===== src/rtl/irq_res_pkg.sv =====
package irq_res_pkg;
  parameter int SUM_W  = 32;
  parameter int LVL_W  = 5;
  parameter int AST_W  = 4;
  parameter int SW_LO  = 4;
  parameter int SW_HI  = 18;
  parameter int EXT_LO = 20;
  parameter int EXT_HI = 30;
  typedef logic [LVL_W-1:0] lvl_t;
  typedef logic [SUM_W-1:0] sum_t;
endpackage


===== src/rtl/irq_res_prio_enc.sv =====
module irq_res_prio_enc #(
  parameter int VEC_W = 32,
  parameter int LO    = 4,
  parameter int HI    = 18,
  parameter int BASE  = 1,
  parameter int LVL_W = 5
) (
  input  logic [VEC_W-1:0] req,
  output logic [LVL_W-1:0] lvl,
  output logic             hit,
  output logic [VEC_W-1:0] pend
);
  // only bits inside the window pass to the summary
  for (genvar g = 0; g < VEC_W; g++) begin : g_mask
    if (g >= LO && g <= HI) begin : g_in
      assign pend[g] = req[g];
    end else begin : g_out
      assign pend[g] = 1'b0;
    end
  end

  // ascending scan: the last set bit, i.e. the highest, wins
  always_comb begin
    lvl = '0;
    hit = 1'b0;
    for (int i = LO; i <= HI; i++) begin
      if (req[i]) begin
        lvl = LVL_W'(i - LO + BASE);
        hit = 1'b1;
      end
    end
  end
endmodule


===== src/rtl/irq_res_merge.sv =====
module irq_res_merge
  import irq_res_pkg::*;
(
  input  lvl_t sw_lvl,
  input  sum_t sw_pend,
  input  lvl_t ext_lvl,
  input  logic ext_hit,
  input  sum_t ext_pend,
  input  lvl_t cur_ipl,
  output lvl_t res_lvl,
  output sum_t res_sum,
  output logic take
);
  always_comb begin
    res_lvl = ext_hit ? ext_lvl : sw_lvl;
    res_sum = sw_pend | ext_pend;
    take    = (res_lvl != '0) && (res_lvl > cur_ipl);
  end
endmodule


===== src/rtl/irq_level_resolver.sv =====
module irq_level_resolver
  import irq_res_pkg::*;
(
  input  logic             clk,
  input  logic             rst_n,
  input  logic [SUM_W-1:0] sw_req,
  input  logic [SUM_W-1:0] ext_irq,
  input  logic [LVL_W-1:0] cur_ipl,
  input  logic [AST_W-1:0] ast_req,
  input  logic             eval,
  input  logic             rfe,
  output logic             trap_req,
  output logic             async_err,
  output logic [SUM_W-1:0] isr_q,
  output logic [LVL_W-1:0] intid_q
);
  lvl_t sw_lvl, ext_lvl, res_lvl;
  logic sw_hit, ext_hit, take;
  sum_t sw_pend, ext_pend, res_sum;

  irq_res_prio_enc #(.VEC_W(SUM_W), .LO(SW_LO), .HI(SW_HI), .BASE(1), .LVL_W(LVL_W)) u_sw_enc (
    .req(sw_req), .lvl(sw_lvl), .hit(sw_hit), .pend(sw_pend)
  );

  irq_res_prio_enc #(.VEC_W(SUM_W), .LO(EXT_LO), .HI(EXT_HI), .BASE(EXT_LO), .LVL_W(LVL_W)) u_ext_enc (
    .req(ext_irq), .lvl(ext_lvl), .hit(ext_hit), .pend(ext_pend)
  );

  irq_res_merge u_merge (
    .sw_lvl(sw_lvl), .sw_pend(sw_pend), .ext_lvl(ext_lvl), .ext_hit(ext_hit),
    .ext_pend(ext_pend), .cur_ipl(cur_ipl), .res_lvl(res_lvl), .res_sum(res_sum),
    .take(take)
  );

  logic armed_q, armed_d;
  logic trap_d, err_d, fire;
  logic cap_en;
  sum_t isr_d;
  lvl_t intid_d;

  always_comb begin
    fire    = eval && armed_q;
    trap_d  = fire && take;
    err_d   = fire && (ast_req != '0);
    cap_en  = trap_d;
    isr_d   = cap_en ? res_sum : isr_q;
    intid_d = cap_en ? res_lvl : intid_q;
    if (rfe)       armed_d = 1'b1;
    else if (fire) armed_d = 1'b0;
    else           armed_d = armed_q;
  end

  always_ff @(posedge clk or negedge rst_n) begin
    if (!rst_n) begin
      armed_q   <= 1'b1;
      trap_req  <= 1'b0;
      async_err <= 1'b0;
      isr_q     <= '0;
      intid_q   <= '0;
    end else begin
      armed_q   <= armed_d;
      trap_req  <= trap_d;
      async_err <= err_d;
      isr_q     <= isr_d;
      intid_q   <= intid_d;
    end
  end


  trap_above_ipl_chk: assert property (@(posedge clk) disable iff (!rst_n)
    trap_req |-> (intid_q > $past(cur_ipl)) && (intid_q != '0));

  trap_from_eval_chk: assert property (@(posedge clk) disable iff (!rst_n)
    trap_req |-> $past(eval));

  regs_hold_chk: assert property (@(posedge clk) disable iff (!rst_n)
    !trap_req |-> $stable(isr_q) && $stable(intid_q));

  async_err_src_chk: assert property (@(posedge clk) disable iff (!rst_n)
    async_err |-> $past(eval) && ($past(ast_req) != '0));

  disarm_chk: assert property (@(posedge clk) disable iff (!rst_n)
    (eval && armed_q && !rfe) |=> !armed_q);
endmodule


===== config.mk =====
export PLATFORM = sky130hd
export DESIGN_NAME = irq_level_resolver
export DESIGN_NICKNAME = d
export VERILOG_FILES = /design/src/rtl/irq_res_pkg.sv /design/src/rtl/irq_res_prio_enc.sv /design/src/rtl/irq_res_merge.sv /design/src/rtl/irq_level_resolver.sv
export SDC_FILE = /design/constraint.sdc
export NUM_CORES = 1
export LEC_CHECK = 0
export ABC_AREA = 1
export BUFFER_PORTS_ARGS = -buffer_cell sky130_fd_sc_hd__buf_2
export CORE_UTILIZATION = 40
export CTS_BUF_LIST = sky130_fd_sc_hd__clkbuf_8
export CTS_CLUSTER_DIAMETER = 100
export DETAILED_ROUTE_END_ITERATION = 8
export GPL_TIMING_DRIVEN = 0
export HOLD_SLACK_MARGIN = 0.03
export PLACE_DENSITY = 0.78
export SYNTH_ARGS = -nofsm -noshare
export SYNTH_HDL_FRONTEND = slang
export SYNTH_SLANG_ARGS = --single-unit

===== constraint.sdc =====
create_clock -name clk -period 1.5 [get_ports clk]
set_input_delay 0.45 -clock clk [delete_from_list [all_inputs] [get_ports clk]]
set_output_delay 0.45 -clock clk [all_outputs]
set_load 0.05 [all_outputs]

==> results.txt, run 1 <==
Starting Density: 0.423
Tightest Pin Transition: 0.754 ns
CTS tree: built
Post-CTS Hold Fix Bufs: 0
Status: finished with violations
Mapped Avg Cell Area: 7.83 um2
Total grt overflow: 0
Detailed Place HPWL: 3.34 mm
Routability cong.: 0.838
Failing checks: DRC, setup timing
Maxcap violations: 0
Crit path top cell by count: nand2_1
Crit Path Class: in -> reg
Synth cell count leaders: 89 x nand2_1, 33 x dfrtp_1, 31 x nand3_1
Worst-path clk slew: 0.06 ns
Num Clock Sinks: 34
Cell family with most CP delay: simple AND/OR/NAND/NOR gates
CP max FO: 6
Main combinational cell family by area after synthesis: simple AND/OR/NAND/NOR gates
Post-Synth Adder-Cell Area: 0.0333
Synthesis Warnings: 0
ANT nets after route: 0
Horiz. Die Dim: 70.5 um
# H-tree levels: 2
Synth async-reset ratio: 1.00
IO buf count: 71
Leakage: 0.00146 uW
GRT met2 Usage: 0.319
Drt wl/cell: 11.7 um
Final Hold Fails: 0
Global-route wire length before repair: 7.26 mm
Final min period: 2.48 ns
Total number of vias: 1820
Core Region: 4440 um2
Top_reg_cell synth: dfrtp_1
Arrival @ worst endpoint: 2.70 ns
GR Util met1: 0.223
Area fraction of the dominant cell type after synthesis: 0.439
XOR/XNOR Fraction of Synth Area: 0
Sequential area share after synthesis: 0.453
Final hold slack: 0.235 ns
Layout cells sized above 1: 0.376
Post-route worst setup slack: -0.981 ns
Antenna diodes: 0
Post-synthesis register bit count: 34
Later-pin clock latency in the skew report: 0.28 ns
Crit path cell chain: buf_6, o211ai_1, nand3_1, nand2_1, nand2_1, nand2_1, nand2_1, nand2_1, and3_4, inv_4, ha_4, nand4_1, o221ai_1, o21ai_1, nor2_2, nand3_4, nand2_8, buf_4, nand2_1, nand2_1
Post-synth EDFFs: 0
Top-count cell post-synth: nand2_1
Pwr per Cell Area: 1300 nW/um2
Nature of the critical path endpoint: flop
Layout Nets: 411
Mux cell area share after synthesis: 0
Tot Pwr: 3310 uW
CP max-delay cell: ha_4
Worst min-delay path category: in -> async
Largest net degree at the start of global routing: 35
Fin Clk Skew: 0.00263 ns
RSZ-0062 raised after global routing: yes
Root Driver: clkbuf_8
DRC Markers: 8
Critical Path Max Stage Delay: 0.25 ns
Most area-hungry cell type in the Yosys netlist: dfrtp_1
Clock Path Buffers: 2
# fillers: 408
Fmax: 403 MHz
Final setup viols: 32
Vias in the first global route: 1676
Initial DRC Count: 92
Chip Height: 70.5 um
Die area: 4980 um2
Initial antenna violation count: 0
Fin. max-slew vios: 0
# IOs: 116
GRT Overall Usage: 0.185
Final WL: 4.48 mm
Netlist cell types: 29
Worst Path Buf+Inv: 3
Top cells by area, synth: dfrtp_1 44%, nand2_1 18%, nand3_1 8.3%
Simple logic cell fraction of the synthesized area: 0.350
Max rail drop VDD: 0.485 mV
GRT busiest layer: met2
CTS buffer count: 5
Cell Rows: 24
Area Growth Syn to Fin: 35.8%
First drt pass iteration count: 7
Post-Syn Area: 1880 um2
Synth Area in Compound Gates: 0.0513
Relative slew slack: 0.498
GR met3 Demand/Resource: 0.0470
Mapped Cells: 240
Fin crit share: 1.65
Worst EP required: 1.72 ns
Critical Path Source Type: input port
Via-to-Cell Ratio: 4.76
==> final timing paths <==
path,cells past startpoint,slack [ns],endpoint,start
worst max register to register,7,0.01,isr_q[26],armed_q
worst min-delay path,1,0.24,isr_q[27],rst_n
min in group clk,2,0.36,armed_q,rfe
worst min register to register,2,0.47,intid_q[0],intid_q[0]
worst max-delay path,20,-0.98,isr_q[26],sw_req[5]
max in group asynchronous,1,0.79,isr_q[4],rst_n
==> cell families after synthesis <==
logic type,Yosys count
buf+inv,38
simple gates,149
other cells,1
flops,34
compound gates,13
fa+ha+maj,5
==> cell type report <==
| class | count | area, um2 | area share |
|---|---|---|---|
| Buffer | 15 | 139 | 0.0544 |
| Timing Repair Buffer | 77 | 417 | 0.163 |
| Tap cell | 52 | 65.1 | 0.0255 |
| Inverter | 23 | 88.8 | 0.0348 |
| Sequential cell | 34 | 852 | 0.334 |
| Clock inverter | 2 | 7.51 | 0.00294 |
| Multi-Input combinational cell | 173 | 900 | 0.353 |
| Clock buffer | 6 | 82.6 | 0.0324 |
==> per-layer routing <==
metal  vias up  routed length, um
met5         -                  0
met4         0                 46
met3         4                210
met2        48               2290
met1       842               1930
li1        926                  -
==> sequential cells by signal (all words and copies together) (netlist names) <==
signal and count:
async_err 1, trap_req 1, intid_q 5, armed_q 1, isr_q 26
==> per-stage QoR <==
step	cells	setup slack [ns]	utilization	setup TNS [ns]	cell area, um2
after floorplan	245	-0.925	-	-29.27	1940
after global placement	368	-1.26	0.530	-39.70	2360
after detailed placement	368	-1.28	0.530	-39.91	2360
after CTS	379	-0.949	0.561	-29.48	2490
after global routing	382	-1.16	0.574	-36.10	2550
final	382	-0.981	0.574	-30.49	2550
==> cell usage in the layout, fill, tap and decap left out, drive strengths merged, types with 2 or more instances in the layout <==
cell type	Yosys	layout
nand2	94	94
buf	15	92
dfrtp	33	33
nand3	32	32
inv	23	25
nor2	18	18
conb	1	6
clkbuf	0	6
ha	5	5
a21oi	3	3
o21ai	3	3
nor3	2	2
o21bai	2	2
==> report_power, final <==
part / switching [uW] / total, uW / internal (uW)
Combinational: 1070 / 1450 / 376
Sequential: 93.1 / 1200 / 1110
Clock: 310 / 670 / 360
Total: 1470 / 3310 / 1840
==> repair_timing <==
item | 4_1_cts | 5_1_grt
pin swaps | 3 | 3
resized for setup | 8 | 10
cloned | 1 | 1
setup buffers | 2 | 2
setup endpoints to repair | 32 | 32
Power figures use the tool's default switching activity.
==> inputs of run 2 (changes only) <==
CTS_BUF_LIST = sky130_fd_sc_hd__clkbuf_4   (was sky130_fd_sc_hd__clkbuf_8)
==> results.txt, run 2 (synthesis results as in run 1) <==
Status: finished with violations
Failing checks: DRC, setup timing
ANT nets after route: 0 (unchanged)
Final hold slack: 0.174 ns (-0.0611 ns)
Max rail drop VDD: 0.485 mV (about the same)
Commonest non-fill, non-tap cell in the layout: nand2_1
Tot Pwr: 3130 uW (-5.7%)
Arrival @ worst endpoint: 2.68 ns (-0.02 ns)
# H-tree levels: 2 (unchanged)
Reg with most FFs: isr_q
Starting Density: 0.423 (unchanged)
Global-route wire length before repair: 7.17 mm (-1.2%)
Final Hold Fails: 0 (unchanged)
Layout Nets: 409 (-0.49%)
Worst-path clk slew: 0.10 ns (+0.04 ns)
Chip Height: 70.5 um (unchanged)
Horiz. Die Dim: 70.5 um (unchanged)
Leakage: 0.00143 uW (-2.4%)
Detailed Place HPWL: 3.34 mm (unchanged)
Cell Rows: 24 (unchanged)
DRC Markers: 8 (unchanged)
Area Growth Syn to Fin: 32.0%
Routability cong.: 0.838 (unchanged)
CTS tree: built
CP max-delay cell: ha_4
Layout cells sized above 1: 0.366 (-0.00990)
Crit path top cell by count: nand2_1
Nature of the critical path endpoint: flop
# fillers: 414 (+1.5%)
Antenna diodes: 0 (unchanged)
Initial DRC Count: 118 (+28%)
Core Region: 4440 um2 (unchanged)
Cell family with most CP delay: simple AND/OR/NAND/NOR gates
Via-to-Cell Ratio: 4.73 (-0.69%)
Placed cell count: 368 (unchanged)
Commonest non-fill, non-tap cells in the layout: 82 x nand2_1, 69 x buf_2, 33 x dfrtp_1
Critical Path Max Stage Delay: 0.25 ns (about the same)
Total number of vias: 1798 (-1.2%)
Later-pin clock latency in the skew report: 0.34 ns (+0.06 ns)
Total grt overflow: 0 (unchanged)
Fmax: 418 MHz (+3.6%)
Final WL: 4.35 mm (-2.7%)
CTS buffer count: 5 (unchanged)
IO buf count: 71 (unchanged)
Drt wl/cell: 11.5 um (-2.2%)
Die area: 4980 um2 (unchanged)
Root Driver: clkbuf_4
Post-route worst setup slack: -0.894 ns (+0.0862 ns)
First drt pass iteration count: 6 (-1)
Fin Clk Skew: 0.00514 ns (+0.00251 ns)
Crit Path Class: in -> reg
GRT Overall Usage: 0.181 (-0.00399)
Worst EP required: 1.78 ns (+0.06 ns)
Num Clock Sinks: 34 (unchanged)
Fin crit share: 1.60 (-0.0575)
Clock Path Buffers: 2 (unchanged)
TNS Setup: -27.66 ns (+2.83 ns)
Tightest Pin Transition: 0.757 ns (+0.00283 ns)
Max reg flops: 26 (unchanged)
Final non-filler cell total: 380 (-0.52%)
Crit path cell chain: buf_6, o211ai_1, nand3_1, nand2_1, nand2_1, nand2_1, nand2_1, nand2_1, and3_4, inv_4, ha_4, nand4_1, o221ai_1, o21ai_1, nor2_2, nand3_4, nand2_4, buf_8, nand2_1, nand2_1
Vias in the first global route: 1672 (-0.24%)
Largest net degree at the start of global routing: 35 (unchanged)
RSZ-0062 raised after global routing: yes
Biggest regs: isr_q x26, intid_q x5
Worst min-delay path category: in -> async
Worst Path Buf+Inv: 3 (unchanged)
Core Util, Final: 0.558 (-0.0160)
Fin. max-slew vios: 0 (unchanged)
Pwr per Cell Area: 1260 nW/um2 (-2.9%)
Critical Path Source Type: input port
Initial antenna violation count: 0 (unchanged)
# IOs: 116 (unchanged)
Relative slew slack: 0.496 (-0.00188)
Maxcap violations: 0 (unchanged)
Final setup viols: 32 (unchanged)
Final min period: 2.39 ns (-0.0862 ns)
CP max FO: 10 (+4)
run 2: cell types whose count changed in the layout (fill, tap and decap cells not counted), sizes merged:
cell	delta
clkbuf	+1
clkinv	+1
inv	-2
buf	-2
run 2: final timing paths:
check                             endpoint  slack (ns)  depth (start not counted)        from
worst max-delay path             isr_q[13]       -0.89                         20   sw_req[5]
worst min-delay path             isr_q[21]        0.17                          1       rst_n
worst max register to register   isr_q[13]        0.01                          7     armed_q
worst min register to register  intid_q[0]        0.48                          2  intid_q[0]
max in group asynchronous       intid_q[2]        0.85                          1       rst_n
min in group clk                   armed_q        0.30                          2         rfe
run 2: worst register-to-register path, cell delays in order, from the launching register on:
cell and delay, ns:
dfstp_2 0.54, nand2_1 0.10, nor2_2 0.24, nand3_4 0.16, nand2_4 0.13, buf_8 0.13, nand2_1 0.06, nand2_1 0.07
run 2: layout make-up:
class	instances	area [um2]	area share
multi-input cells	173	881	0.355
flip-flops and latches	34	852	0.344
repair buffers	75	398	0.160
plain buffers	15	139	0.0560
inverters	23	88.8	0.0358
well taps	52	65.1	0.0262
clock buffers	7	52.6	0.0212
clock inverters	1	3.75	0.00151
run 2: timing repair:
item | in CTS | in global routing
endpoints found under the setup margin | 32 | 32
gates resized for setup | 8 | 4
setup buffers | 2 | 1
cloned | 1 | 0
hold endpoints to repair | 0 | 0
hold buffers | 0 | 0
pin swaps | 5 | 1
run 2: per-layer routing:
layer / routed length (um) / GRT usage / vias up
met4: 64 / 0.0622 / 0
met3: 223 / 0.0427 / 7
met5: 0 / 0 / -
met1: 1930 / 0.224 / 813
met2: 2140 / 0.311 / 55
li1: - / - / 923
run 2: stage by stage:
step / setup slack, ns / cell area, um2
6_report: -0.894 / 2480
5_1_grt: -1.10 / 2480
4_1_cts: -0.887 / 2460
3_5_place_dp: -1.28 / 2360
3_3_place_gp: -1.26 / 2360
2_1_floorplan: -0.925 / 1940
run 2: power breakdown:
part / internal, uW / switching (uW)
registers: 1100 / 92.6
clock network: 216 / 293
logic: 363 / 1060
total: 1680 / 1440
==> inputs of run 3 (changes only) <==
REMOVE_ABC_BUFFERS = 1   (was not set)
==> results.txt, run 3 (synthesis results as in run 1) <==
Chip Height: 70.5 um (unchanged)
Area Growth Syn to Fin: 48.7%
Crit Path Class: in -> reg
Post-route worst setup slack: -1.01 ns (-0.119 ns)
GRT Overall Usage: 0.215 (+0.0348)
Status: finished with violations
Maxcap violations: 0 (unchanged)
Met3 WL: 313 um (+40%)
Tightest Pin Transition: 0.785 ns (+0.0280 ns)
Initial DRC Count: 132 (+12%)
Commonest non-fill, non-tap cell in the layout: nand2_1
Max reg flops: 26 (unchanged)
Placed cell count: 353 (-4.1%)
Pwr per Cell Area: 1230 nW/um2 (-2.3%)
Later-pin clock latency in the skew report: 0.34 ns (about the same)
Total grt overflow: 0 (unchanged)
CTS tree: built
Num Clock Sinks: 34 (unchanged)
Relative slew slack: 0.477 (-0.0186)
Layout cells sized above 1: 0.453 (+0.0876)
Fmax: 398 MHz (-4.7%)
ANT nets after route: 0 (unchanged)
Initial antenna violation count: 0 (unchanged)
Final setup viols: 32 (unchanged)
Worst-path clk slew: 0.11 ns (about the same)
Reg with most FFs: isr_q
Final Hold Fails: 0 (unchanged)
Final non-filler cell total: 385 (+1.3%)
DRC Markers: 11 (+3)
CTS buffer count: 5 (unchanged)
Nature of the critical path endpoint: flop
Detailed Place HPWL: 2.94 mm (-12%)
Worst slack, placed: -1.89 ns (-0.610 ns)
TNS Setup: -31.15 ns (-3.49 ns)
Core Util, Final: 0.629 (+0.0707)
Post-CTS Hold Fix Bufs: 0 (unchanged)
Routability cong.: 0.718 (-14%)
Starting Density: 0.423 (unchanged)
# IOs: 116 (unchanged)
Via-to-Cell Ratio: 4.95 (+4.7%)
Commonest non-fill, non-tap cells in the layout: 70 x nand2_1, 68 x buf_2, 33 x dfrtp_1
Worst EP required: 1.72 ns (-0.06 ns)
Cell Rows: 24 (unchanged)
RSZ-0062 raised after global routing: yes
Root Driver: clkbuf_4
Die area: 4980 um2 (unchanged)
Global-route wire length before repair: 8.29 mm (+16%)
Max rail drop VDD: 0.588 mV (+21%)
DR WL met2: 2.62 mm (+23%)
Biggest regs: isr_q x26, intid_q x5
Met1 wire length: 2.36 mm (+22%)
Clock Path Buffers: 2 (unchanged)
Fin Clk Skew: 0.0114 ns (+0.00630 ns)
Critical Path Source Type: input port
Core Region: 4440 um2 (unchanged)
Arrival @ worst endpoint: 2.74 ns (+0.06 ns)
CP max FO: 9 (-1)
Failing checks: DRC, setup timing
Worst min-delay path category: in -> async
Final WL: 5.34 mm (+23%)
Final min period: 2.51 ns (+0.119 ns)
Largest net degree at the start of global routing: 35 (unchanged)
Drt wl/cell: 13.9 um (+21%)
Fin. max-slew vios: 0 (unchanged)
Total number of vias: 1907 (+6.1%)
Fin crit share: 1.68 (+0.0790)
Leakage: 0.00153 uW (+7.2%)
Antenna diodes: 0 (unchanged)
Layout Nets: 414 (+1.2%)
First drt pass iteration count: 6 (unchanged)
Vias in the first global route: 1728 (+3.3%)
IO buf count: 71 (unchanged)
# H-tree levels: 2 (unchanged)
Top Layer Used: met4
Horiz. Die Dim: 70.5 um (unchanged)
run 3: per-layer routing:
metal,GRT usage,vias to the layer above
met5,0,-
met4,0.0578,0
met3,0.0413,5
met2,0.365,71
met1,0.285,886
li1,-,945
run 3: worst paths after layout:
check                            from         end  slack (ns)  cells past startpoint
setup / recovery            sw_req[6]   isr_q[27]       -1.01                     21
hold / removal                  rst_n  intid_q[3]        0.18                      1
setup reg to reg              armed_q   isr_q[24]       -0.02                      8
hold reg to reg            intid_q[0]  intid_q[0]        0.48                      2
max in group asynchronous       rst_n   isr_q[29]        0.82                      1
min in group clk                  rfe     armed_q        0.29                      2
run 3: what timing repair did:
item                       4_1_cts  5_1_grt
gates cloned                     8        1
setup endpoints to repair       32       33
buffers inserted                 9        7
resized for setup               30       25
pin swaps                        6       14
run 3: worst max-delay path, cell delays in order:
cell and delay (ns):
buf_8 0.10, o211ai_1 0.18, nand3_1 0.09, nand2_1 0.06, nand2_1 0.05, nand2_1 0.05, nand2_1 0.05, nand2_1 0.07
and3_4 0.20, inv_4 0.04, ha_4 0.25, nand4_1 0.09, buf_4 0.15, o21ai_1 0.14, nor2_2 0.06, buf_12 0.13
buf_12 0.12, nand2_8 0.16, nand2_8 0.13, nand2_2 0.08, nand2_1 0.05
run 3: area by class of cell:
cell class | instances | area (um2)
Fill cell | 392 | 1650
Tap cell | 52 | 65.1
Multi-Input combinational cell | 180 | 1120
Sequential cell | 34 | 852
Inverter | 23 | 88.8
Timing Repair Buffer | 88 | 584
Clock buffer | 7 | 52.6
Clock inverter | 1 | 30.0
run 3: metrics by stage:
| stage | total power [uW] | hold WS [ns] | area, um2 |
|---|---|---|---|
| global placement | 2530 | 0.451 | 2200 |
| finish | 3440 | 0.182 | 2790 |
| detailed placement | 2550 | 0.453 | 2200 |
| floorplan | 2200 | 0.154 | 1780 |
| global route | 3620 | 0.222 | 2790 |
| CTS | 3400 | 0.186 | 2650 |
run 3: report_power, final:
part	total [uW]	internal (uW)	switching, uW	leakage [uW]
logic	1540	411	1130	0.00107
registers	1200	1100	98.4	0.000415
clock network	695	390	305	0.0000463
